===== src/rtl/adc_acq_pkg.sv =====
package adc_acq_pkg;

    typedef enum logic [3:0] {
        ST_INIT,
        ST_INIT_WAIT,
        ST_CFG,
        ST_CFG_WAIT,
        ST_SEL,
        ST_SEL_WAIT,
        ST_ARM,
        ST_PULSE,
        ST_CONV,
        ST_READ,
        ST_READ_WAIT
    } seq_state_t;

    typedef enum logic [2:0] {
        SP_IDLE,
        SP_LEAD,
        SP_HIGH,
        SP_LOW,
        SP_TAIL
    } spi_phase_t;

    localparam logic [15:0] BRINGUP_WORD = 16'hA000;
    localparam logic [3:0]  CFG_NIBBLE   = 4'hA;

    function automatic logic [15:0] chan_cmd(input logic [3:0] ch);
        return {ch, 12'h000};
    endfunction

endpackage


===== src/rtl/adc_countdown.sv =====
module adc_countdown #(
    parameter int unsigned LIMIT = 16
) (
    input  logic clk,
    input  logic rst_n,
    input  logic load,
    input  logic clear,
    output logic busy,
    output logic expired
);
    localparam int W = $clog2(LIMIT + 1);

    logic [W-1:0] cnt_q;

    always_ff @(posedge clk or negedge rst_n) begin
        if (!rst_n) begin
            cnt_q <= '0;
        end else if (clear) begin
            cnt_q <= '0;
        end else if (load) begin
            cnt_q <= W'(LIMIT);
        end else if (cnt_q != '0) begin
            cnt_q <= cnt_q - 1'b1;
        end
    end

    assign busy    = (cnt_q != '0);
    assign expired = (cnt_q == W'(1));

    // a load always starts the full window
    assert_load_value_R5: assert property (@(posedge clk) disable iff (!rst_n)
        (load && !clear) |=> (cnt_q == W'(LIMIT)));

    assert_cnt_bound_R5: assert property (@(posedge clk) disable iff (!rst_n)
        cnt_q <= W'(LIMIT));

endmodule


===== src/rtl/adc_spi_frame.sv =====
module adc_spi_frame
    import adc_acq_pkg::*;
#(
    parameter int unsigned DIV_HALF = 4,
    parameter int unsigned WORD_W   = 16
) (
    input  logic              clk,
    input  logic              rst_n,
    input  logic              start,
    input  logic [WORD_W-1:0] tx_word,
    output logic [WORD_W-1:0] rx_word,
    output logic              done,
    output logic              sclk,
    output logic              mosi,
    output logic              cs_n,
    input  logic              miso
);
    localparam int CNT_W = (DIV_HALF > 1) ? $clog2(DIV_HALF) : 1;
    localparam int BIT_W = $clog2(WORD_W);

    spi_phase_t        phase_q, phase_d;
    logic [CNT_W-1:0]  cnt_q;
    logic [BIT_W-1:0]  bit_q;
    logic [WORD_W-1:0] tx_q, rx_q;
    logic              half_end, last_bit;

    assign half_end = (cnt_q == CNT_W'(DIV_HALF - 1));
    assign last_bit = (bit_q == BIT_W'(WORD_W - 1));

    // state register
    always_ff @(posedge clk or negedge rst_n) begin
        if (!rst_n) phase_q <= SP_IDLE;
        else        phase_q <= phase_d;
    end

    always_comb begin
        phase_d = phase_q;
        unique case (phase_q)
            SP_IDLE: if (start)    phase_d = SP_LEAD;
            SP_LEAD: if (half_end) phase_d = SP_HIGH;
            SP_HIGH: if (half_end) phase_d = last_bit ? SP_TAIL : SP_LOW;
            SP_LOW:  if (half_end) phase_d = SP_HIGH;
            SP_TAIL: if (half_end) phase_d = SP_IDLE;
            default:               phase_d = SP_IDLE;
        endcase
    end

    // outputs and datapath
    always_ff @(posedge clk or negedge rst_n) begin
        if (!rst_n) begin
            cnt_q <= '0;
            bit_q <= '0;
            tx_q  <= '0;
            rx_q  <= '0;
            sclk  <= 1'b0;
            cs_n  <= 1'b1;
            done  <= 1'b0;
        end else begin
            done <= 1'b0;
            if (phase_q == SP_IDLE || half_end) cnt_q <= '0;
            else                                cnt_q <= cnt_q + 1'b1;
            unique case (phase_q)
                SP_IDLE: if (start) begin
                    tx_q  <= tx_word;
                    bit_q <= '0;
                    cs_n  <= 1'b0;
                end
                SP_LEAD, SP_LOW: if (half_end) begin
                    sclk <= 1'b1;
                    rx_q <= {rx_q[WORD_W-2:0], miso};
                end
                SP_HIGH: if (half_end) begin
                    sclk <= 1'b0;
                    if (last_bit) begin
                        cs_n <= 1'b1;
                    end else begin
                        tx_q  <= {tx_q[WORD_W-2:0], 1'b0};
                        bit_q <= bit_q + 1'b1;
                    end
                end
                SP_TAIL: if (half_end) done <= 1'b1;
                default: ;
            endcase
        end
    end

    assign mosi    = tx_q[WORD_W-1];
    assign rx_word = rx_q;

    assert_sclk_idle_R3: assert property (@(posedge clk) disable iff (!rst_n)
        cs_n |-> !sclk);

    assert_mosi_hold_R3: assert property (@(posedge clk) disable iff (!rst_n)
        (sclk && $past(sclk)) |-> $stable(mosi));

    assert_frame_len_R2: assert property (@(posedge clk) disable iff (!rst_n)
        done |-> (bit_q == BIT_W'(WORD_W - 1)));

endmodule


===== src/rtl/adc_acq_seq.sv =====
module adc_acq_seq
    import adc_acq_pkg::*;
#(
    parameter longint unsigned CLK_HZ       = 200_000_000,
    parameter int unsigned     SCLK_HALF    = 4,
    parameter int unsigned     START_CLKS   = 200,
    parameter int unsigned     TIMEOUT_CLKS = 3000,
    parameter int unsigned     NUM_CH       = 4,
    parameter logic [11:0]     CFG_BITS     = 12'h800,
    localparam int             CH_W         = (NUM_CH > 1) ? $clog2(NUM_CH) : 1
) (
    input  logic            clk,
    input  logic            rst_n,
    output logic            spi_sclk,
    output logic            spi_mosi,
    input  logic            spi_miso,
    output logic            spi_cs_n,
    output logic            conv_start_n,
    input  logic            adc_int_n,
    output logic            res_valid,
    output logic [11:0]     res_data,
    output logic [CH_W-1:0] res_chan,
    output logic            err_timeout
);
    localparam longint unsigned PULSE_NS =
        (longint'(START_CLKS) * 64'd1_000_000_000) / CLK_HZ;

    generate
        if (PULSE_NS <= 800) begin : g_pulse_too_short
            $error("conversion start window must exceed 800 ns");
        end
        if (NUM_CH > 16 || NUM_CH < 1) begin : g_bad_chan_count
            $error("channel count must be 1..16");
        end
    endgenerate

    seq_state_t      state_q, state_d;
    logic [CH_W-1:0] ch_q, ch_inc, ch_next_cmd;
    logic            discard_q;
    logic [1:0]      int_sync_q;
    logic            int_low;

    logic            xfer_start, xfer_done;
    logic [15:0]     xfer_word, rx_word;
    logic            pulse_load, pulse_busy, pulse_exp;
    logic            to_load, to_clear, to_busy, to_exp;

    // two-flop synchroniser on the asynchronous interrupt
    always_ff @(posedge clk or negedge rst_n) begin
        if (!rst_n) int_sync_q <= 2'b11;
        else        int_sync_q <= {int_sync_q[0], adc_int_n};
    end
    assign int_low = !int_sync_q[1];

    assign ch_inc      = (ch_q == CH_W'(NUM_CH - 1)) ? '0 : ch_q + 1'b1;
    assign ch_next_cmd = discard_q ? ch_q : ch_inc;

    // state register
    always_ff @(posedge clk or negedge rst_n) begin
        if (!rst_n) state_q <= ST_INIT;
        else        state_q <= state_d;
    end

    always_comb begin
        state_d = state_q;
        unique case (state_q)
            ST_INIT:      state_d = ST_INIT_WAIT;
            ST_INIT_WAIT: if (xfer_done) state_d = ST_CFG;
            ST_CFG:       state_d = ST_CFG_WAIT;
            ST_CFG_WAIT:  if (xfer_done) state_d = ST_SEL;
            ST_SEL:       state_d = ST_SEL_WAIT;
            ST_SEL_WAIT:  if (xfer_done) state_d = ST_ARM;
            ST_ARM:       state_d = ST_PULSE;
            ST_PULSE:     if (pulse_exp) state_d = ST_CONV;
            ST_CONV: begin
                if (int_low)     state_d = ST_READ;
                else if (to_exp) state_d = ST_INIT;
            end
            ST_READ:      state_d = ST_READ_WAIT;
            ST_READ_WAIT: if (xfer_done) state_d = ST_ARM;
            default:      state_d = ST_INIT;
        endcase
    end

    // frame launch and word selection
    always_comb begin
        xfer_start = 1'b0;
        xfer_word  = 16'h0000;
        unique case (state_q)
            ST_INIT: begin
                xfer_start = 1'b1;
                xfer_word  = BRINGUP_WORD;
            end
            ST_CFG: begin
                xfer_start = 1'b1;
                xfer_word  = {CFG_NIBBLE, CFG_BITS};
            end
            ST_SEL: begin
                xfer_start = 1'b1;
                xfer_word  = chan_cmd(4'(ch_q));
            end
            ST_READ: begin
                xfer_start = 1'b1;
                xfer_word  = chan_cmd(4'(ch_next_cmd));
            end
            default: ;
        endcase
    end

    assign pulse_load = (state_q == ST_ARM);
    assign to_load    = (state_q == ST_PULSE) && pulse_exp;
    assign to_clear   = (state_q == ST_CONV) && int_low;

    // outputs and channel bookkeeping
    always_ff @(posedge clk or negedge rst_n) begin
        if (!rst_n) begin
            ch_q        <= '0;
            discard_q   <= 1'b1;
            res_valid   <= 1'b0;
            res_data    <= '0;
            res_chan    <= '0;
            err_timeout <= 1'b0;
        end else begin
            res_valid <= 1'b0;
            unique case (state_q)
                ST_CFG_WAIT: if (xfer_done) begin
                    ch_q      <= '0;
                    discard_q <= 1'b1;
                end
                ST_CONV: if (!int_low && to_exp) begin
                    err_timeout <= 1'b1;
                    ch_q        <= '0;
                    discard_q   <= 1'b1;
                end
                ST_READ_WAIT: if (xfer_done) begin
                    if (discard_q) begin
                        discard_q <= 1'b0;
                    end else begin
                        res_valid   <= 1'b1;
                        res_data    <= rx_word[15:4];
                        res_chan    <= ch_q;
                        ch_q        <= ch_inc;
                        err_timeout <= 1'b0;
                    end
                end
                default: ;
            endcase
        end
    end

    adc_spi_frame #(
        .DIV_HALF (SCLK_HALF),
        .WORD_W   (16)
    ) frame_i (
        .clk     (clk),
        .rst_n   (rst_n),
        .start   (xfer_start),
        .tx_word (xfer_word),
        .rx_word (rx_word),
        .done    (xfer_done),
        .sclk    (spi_sclk),
        .mosi    (spi_mosi),
        .cs_n    (spi_cs_n),
        .miso    (spi_miso)
    );

    adc_countdown #(.LIMIT(START_CLKS)) pulse_tmr_i (
        .clk     (clk),
        .rst_n   (rst_n),
        .load    (pulse_load),
        .clear   (1'b0),
        .busy    (pulse_busy),
        .expired (pulse_exp)
    );

    adc_countdown #(.LIMIT(TIMEOUT_CLKS)) wait_tmr_i (
        .clk     (clk),
        .rst_n   (rst_n),
        .load    (to_load),
        .clear   (to_clear),
        .busy    (to_busy),
        .expired (to_exp)
    );

    assign conv_start_n = !pulse_busy;

    assert_valid_single_R7: assert property (@(posedge clk) disable iff (!rst_n)
        res_valid |=> !res_valid);

    assert_no_frame_in_pulse_R5: assert property (@(posedge clk) disable iff (!rst_n)
        !conv_start_n |-> spi_cs_n);

    assert_read_after_int_R6: assert property (@(posedge clk) disable iff (!rst_n)
        (state_q == ST_READ) |-> $past(int_low));

    assert_wait_timer_live_R10: assert property (@(posedge clk) disable iff (!rst_n)
        (state_q == ST_CONV && !int_low) |-> to_busy);

    assert_chan_range_R9: assert property (@(posedge clk) disable iff (!rst_n)
        res_valid |-> (res_chan <= CH_W'(NUM_CH - 1)));

    assert_restart_R10: assert property (@(posedge clk) disable iff (!rst_n)
        $rose(err_timeout) |-> (state_q == ST_INIT));

endmodule


===== config.mk =====
export PLATFORM = sky130hd
export DESIGN_NAME = adc_acq_seq
export DESIGN_NICKNAME = d
export VERILOG_FILES = /design/src/rtl/adc_acq_pkg.sv /design/src/rtl/adc_countdown.sv /design/src/rtl/adc_spi_frame.sv /design/src/rtl/adc_acq_seq.sv
export SDC_FILE = /design/constraint.sdc
export NUM_CORES = 1
export LEC_CHECK = 0
export ABC_AREA = 1
export BUFFER_PORTS_ARGS = -buffer_cell sky130_fd_sc_hd__clkbuf_2
export CORE_UTILIZATION = 55
export CTS_BUF_LIST = sky130_fd_sc_hd__clkbuf_4
export CTS_CLUSTER_SIZE = 24
export DETAILED_ROUTE_END_ITERATION = 8
export GPL_TIMING_DRIVEN = 0
export PLACE_DENSITY = 0.79
export SETUP_SLACK_MARGIN = 0.15
export SLEW_MARGIN = 20
export SYNTH_ARGS = -nofsm -noshare
export SYNTH_HDL_FRONTEND = slang
export SYNTH_SLANG_ARGS = --single-unit

===== constraint.sdc =====
create_clock -name clk -period 2.05 [get_ports clk]
set_clock_uncertainty 0.1 [all_clocks]
set_input_delay 0.41 -clock clk [delete_from_list [all_inputs] [get_ports clk]]
set_output_delay 0.41 -clock clk [all_outputs]
set_load 0.02 [all_outputs]

==> out/results.txt <==
The global routing usage summed across all routing layers came out at 23.9%. The biggest cell delay along the critical path is 410 ps. In the final layout, the share of cells above drive strength 1 is 19.1%. Routed signal wires occupy layers up through met4. For the number of detailed-route iterations in the first pass, the log shows 4. The clock latency on the worst-skew pair came out at 440 ps. In this run the critical register-to-register path is captured at wait_tmr_i.cnt_q[1]. The area fraction in and, or, nand and nor cells after synthesis is 31.9%. The xor and xnor area share after synthesis works out to 0.665%. The logs give 0 for the setup-violating endpoint count in the final report and 0 ps for the total negative slack for setup checks.

Dividing total power by cell area gives a power density of 548 mW/mm^2. Sequential elements use 49.5% of the synthesized area. Synthesis produced a netlist with a net count of 517. The final-report hold violation count is 0, and the die footprint is 0.00752 sq mm. Multiplexer cells account for 0% of the synthesized area. The wire length of the first global-routing pass was 13.9 mm. The maximum fanout count along the critical path is 2. Measured along the y axis, the die boundary spans 86.7 microns.

For the final number of max-transition violations, the log shows 0. Critical path launch point type: a flop. The worst ir drop on vdd was 0.360 mV. The initial antenna violation count was 0; the logic gate share of total power was 1.9%. The tools report the number of global-route vias before repair as 3193.

The cell family contributing the most delay on the critical path is flip-flops. The logs give 0.849 for the routability-driven placement congestion ratio and 78 for the number of sinks on the clock net. Together, buffers and inverters on the worst path number 3. At the pin with the least slew margin, the transition time is 506 ps. For the total number of vias, the log shows 3276. In this run the register-to-register setup slack is 290 ps. After layout, the worst setup slack is 69.2 ps.

In the routed design, unresolved DRC markers number 0. The tool flagged a number of max-cap violations equal to 0. After layout, the worst path uses 96.6% of the clock period.

Counting along the longest clock path gives a buffer depth of 2. STA classifies the critical path endpoint as an output pin. In this run the tool buffered the top-level ports with 23 buffer cells.

The I/O pin total was 24. Cell internal power was estimated by the tool at 0.00183 W. After synthesis, the netlist uses 34 different library cells. Overall power consumption after layout is estimated at 0.00248 W.

Subtracting the final worst setup slack from the clock period gives 1980 ps. The critical path's slowest cell is sky130_fd_sc_hd__dfrtp_1. Synthesis produced a netlist whose cell count is 505.

Based on the critical path, the design can be clocked at up to 505 MHz. During synthesis, Yosys emitted a total of 0 warnings. The most critical setup path has its startpoint at pulse_tmr_i.cnt_q[0]. The detailed router finished its first iteration with 219 violations. The average cell area after synthesis was 7.82 sq um. The cell sitting at the root of the clock tree is a sky130_fd_sc_hd__clkbuf_4.

After clock tree synthesis, the clock-pin slew on the worst setup and hold paths is 150 ps. For the setup slack after placement, the log shows 13.4 ps. The remaining max-slew budget at the tightest pin is 66.2%, and the sum of net half-perimeters after detailed placement is 5.60 mm. Fraction of power spent switching nets: 26.0%. Launching point of the worst reg2reg path: pulse_tmr_i.cnt_q[1]. The count of state elements after synthesis is 78, and the post-route standard cell area excluding fillers is 0.00452 sq mm.

TritonCTS built the clock tree. Once layout is complete, the utilization of the core stands at 65.8%. The number of logic stages on the critical path including buffering was 7; the detailed-routed wire length on met2 was 3.75 mm.

Area added between synthesis and finish: 14.4%. Counting cells, the worst reg-to-reg path comes to 8. The clock tree synthesis step divided the H-tree into 3 levels. The run finished with clean final reports. The area share of fa/ha/maj cells after synthesis came out at 2.53%. Total length of routed met3 wires: 280 microns. Traced cell by cell, the critical path runs through inv_2, ha_4, nand2_4, nor2_4, nand2_4, inv_4, buf_8.

For the data arrival time of the critical path, the log shows 1470 ps. Per report_power, the clock group accounts for 35.5% of the total. By area, the combinational part of the netlist is dominated by simple AND/OR/NAND/NOR gates. Once detail routing completed, the nets flagged for antenna violations numbered 0. The region available for standard cell placement spans 0.00687 sq mm. Clock tree synthesis inserted a total of 9 buffers. Entering global routing, the biggest net connects 45 pins.

Width of the die: 86.7 microns. Using the TritonRoute via totals, the vias-per-cell ratio works out to 4.99. The tools report the aggregate routed wire length as 7.91 mm. The most numerous cell type found on the critical path is sky130_fd_sc_hd__nand2_4. For this run the aggregate overflow at the end of global routing stands at 0.

The critical path is of the reg -> out type. The final layout contains 567 nets. The run gives 57.5% as the initial cell density of the core.

After synthesis the cells add up to 0.00395 sq mm. Classification of the worst-slack hold path: in -> reg. The fraction of power consumed by sequential logic is 62.7%, and the share of the synthesized area in compound gates (AO/OA/AOI/OAI) is 7.63%. The most critical setup path has its endpoint at conv_start_n.

Setup repair after global routing could not meet its margin everywhere. The number of antenna diodes in the final layout is 0. The instance area at placement came out at 0.00421 sq mm. In this run the core area contains 30 standard-cell rows. After detailed routing, the average wire length per cell comes to 12.1 microns. The leakage component of the power was 2.44 nW. For the worst setup path, the data required time is 1540 ps. For this block, wires on met1 add up to 3.73 mm.

Summed over all nets, the switching power comes to 0.000645 W.
==> layer usage <==
layer | global-route usage, % | vias up
li1 | - | 1679
met1 | 31.2 | 1515
met2 | 38.4 | 70
met3 | 5.43 | 12
met4 | 10.5 | 0
met5 | 0 | -
==> state kept, by name, summed over array words and instances (netlist names) <==
| name | count |
|---|---|
| frame_i.done | 1 |
| frame_i.cnt_q | 2 |
| pulse_tmr_i.cnt_q | 8 |
| ch_q | 2 |
| state_q | 4 |
| res_chan | 2 |
| frame_i.sclk | 1 |
| frame_i.bit_q | 4 |
| frame_i.cs_n | 1 |
| frame_i.tx_q | 5 |
| frame_i.rx_word | 16 |
| discard_q | 1 |
| frame_i.phase_q | 3 |
| res_data | 12 |
| wait_tmr_i.cnt_q | 12 |
| err_timeout | 1 |
| res_valid | 1 |
| int_sync_q | 2 |
==> cells by family after synthesis <==
group | after synthesis
buf+inv | 74
flops | 78
xor+xnor | 3
simple gates | 295
compound gates | 47
fa+ha+maj | 8
==> tightest hold or removal path: stages <==
cell	delay, ps
sky130_fd_sc_hd__clkbuf_2	80
sky130_fd_sc_hd__nand2_1	50
sky130_fd_sc_hd__nand2_1	50
==> how the worst min path moves through the flow <==
stage / from / end / slack (ps) / cells after the start
floorplan: rst_n / ch_q[0] / 10 / 0
global placement: int_sync_q[0] / int_sync_q[1] / 250 / 0
detailed placement: int_sync_q[0] / int_sync_q[1] / 250 / 0
CTS: spi_miso / frame_i.rx_word[0] / 40 / 3
global route: spi_miso / frame_i.rx_word[0] / 50 / 3
finish: spi_miso / frame_i.rx_word[0] / 70 / 3
==> synth_stat cells <==
cell type                     n  area (sq um)
sky130_fd_sc_hd__a211oi_1     3          22.5
sky130_fd_sc_hd__a21oi_1      7          35.0
sky130_fd_sc_hd__a31o_2       1          8.76
sky130_fd_sc_hd__buf_2        1          5.00
sky130_fd_sc_hd__buf_4        3          22.5
sky130_fd_sc_hd__buf_6        2          22.5
sky130_fd_sc_hd__clkinv_1     1          3.75
sky130_fd_sc_hd__dfrtp_1     74          1850
sky130_fd_sc_hd__dfstp_2      4           105
sky130_fd_sc_hd__ha_1         8           100
sky130_fd_sc_hd__inv_1       63           236
sky130_fd_sc_hd__inv_2        4          15.0
sky130_fd_sc_hd__nand2_1    170           638
sky130_fd_sc_hd__nand2_2      3          18.8
sky130_fd_sc_hd__nand2_4      1          11.3
sky130_fd_sc_hd__nand3_1     26           130
sky130_fd_sc_hd__nand3_2      1          10.0
sky130_fd_sc_hd__nand3b_1     2          15.0
sky130_fd_sc_hd__nand3b_2     1          11.3
sky130_fd_sc_hd__nand4_1      5          31.3
sky130_fd_sc_hd__nor2_1      69           259
sky130_fd_sc_hd__nor2_2       5          31.3
sky130_fd_sc_hd__nor2_4       3          33.8
sky130_fd_sc_hd__nor3_1       5          25.0
sky130_fd_sc_hd__nor3_4       2          32.5
sky130_fd_sc_hd__o211ai_1     1          7.51
sky130_fd_sc_hd__o21ai_0     20           100
sky130_fd_sc_hd__o21ai_2     12           105
sky130_fd_sc_hd__o22ai_1      1          6.26
sky130_fd_sc_hd__o2bb2ai_1    1          8.76
sky130_fd_sc_hd__o31ai_1      1          7.51
sky130_fd_sc_hd__or2_1        1          6.26
sky130_fd_sc_hd__or2_2        1          6.26
sky130_fd_sc_hd__xor2_1       3          26.3
==> cell usage in the layout (no fill, tap or decap), types with 4 or more instances in the layout <==
master / count
sky130_fd_sc_hd__dfrtp_1: 74
sky130_fd_sc_hd__clkbuf_4: 10
sky130_fd_sc_hd__nor2_1: 67
sky130_fd_sc_hd__nand2_2: 4
sky130_fd_sc_hd__inv_2: 7
sky130_fd_sc_hd__nand4_1: 5
sky130_fd_sc_hd__nor2_2: 5
sky130_fd_sc_hd__o21ai_2: 11
sky130_fd_sc_hd__dfstp_2: 4
sky130_fd_sc_hd__nand2_1: 167
sky130_fd_sc_hd__inv_1: 59
sky130_fd_sc_hd__ha_1: 7
sky130_fd_sc_hd__o21ai_0: 20
sky130_fd_sc_hd__nor2_4: 5
sky130_fd_sc_hd__nand3_1: 26
sky130_fd_sc_hd__nor3_1: 5
sky130_fd_sc_hd__buf_4: 16
sky130_fd_sc_hd__a21oi_1: 7
sky130_fd_sc_hd__clkbuf_2: 21
==> final cells by class <==
class                           instances  area (sq um)
Timing Repair Buffer                   39           265
Clock buffer                            9          67.6
Clock inverter                          7          62.6
Inverter                               68           258
Fill cell                             583          2350
Buffer                                  6          50.0
Tap cell                               96           120
Multi-Input combinational cell        353          1740
Sequential cell                        78          1960
==> what timing repair did <==
item,4_1_cts,5_1_grt
buffers inserted,11,2
gates resized for setup,17,3
hold buffers,2,0
pin swaps,4,3
endpoints found under the hold margin,32,0
setup endpoints to repair,1,6
==> per-stage QoR <==
stage	hold WS, ps	cells
finish	66.0	656
detailed placement	248	625
floorplan	14.4	505
CTS	37.2	654
global route	52.8	656
global placement	248	624
==> power groups by stage <==
stage	logic (W)	registers, W	clock network [W]
6_report	0.0000459	0.00155	0.000879
5_1_grt	0.0000541	0.00155	0.000967
4_1_cts	0.0000486	0.00155	0.000904
3_5_place_dp	0.0000458	0.00158	0
3_3_place_gp	0.0000382	0.00158	0
2_1_floorplan	0.00000533	0.00158	0
Power figures use the tool's default switching activity.
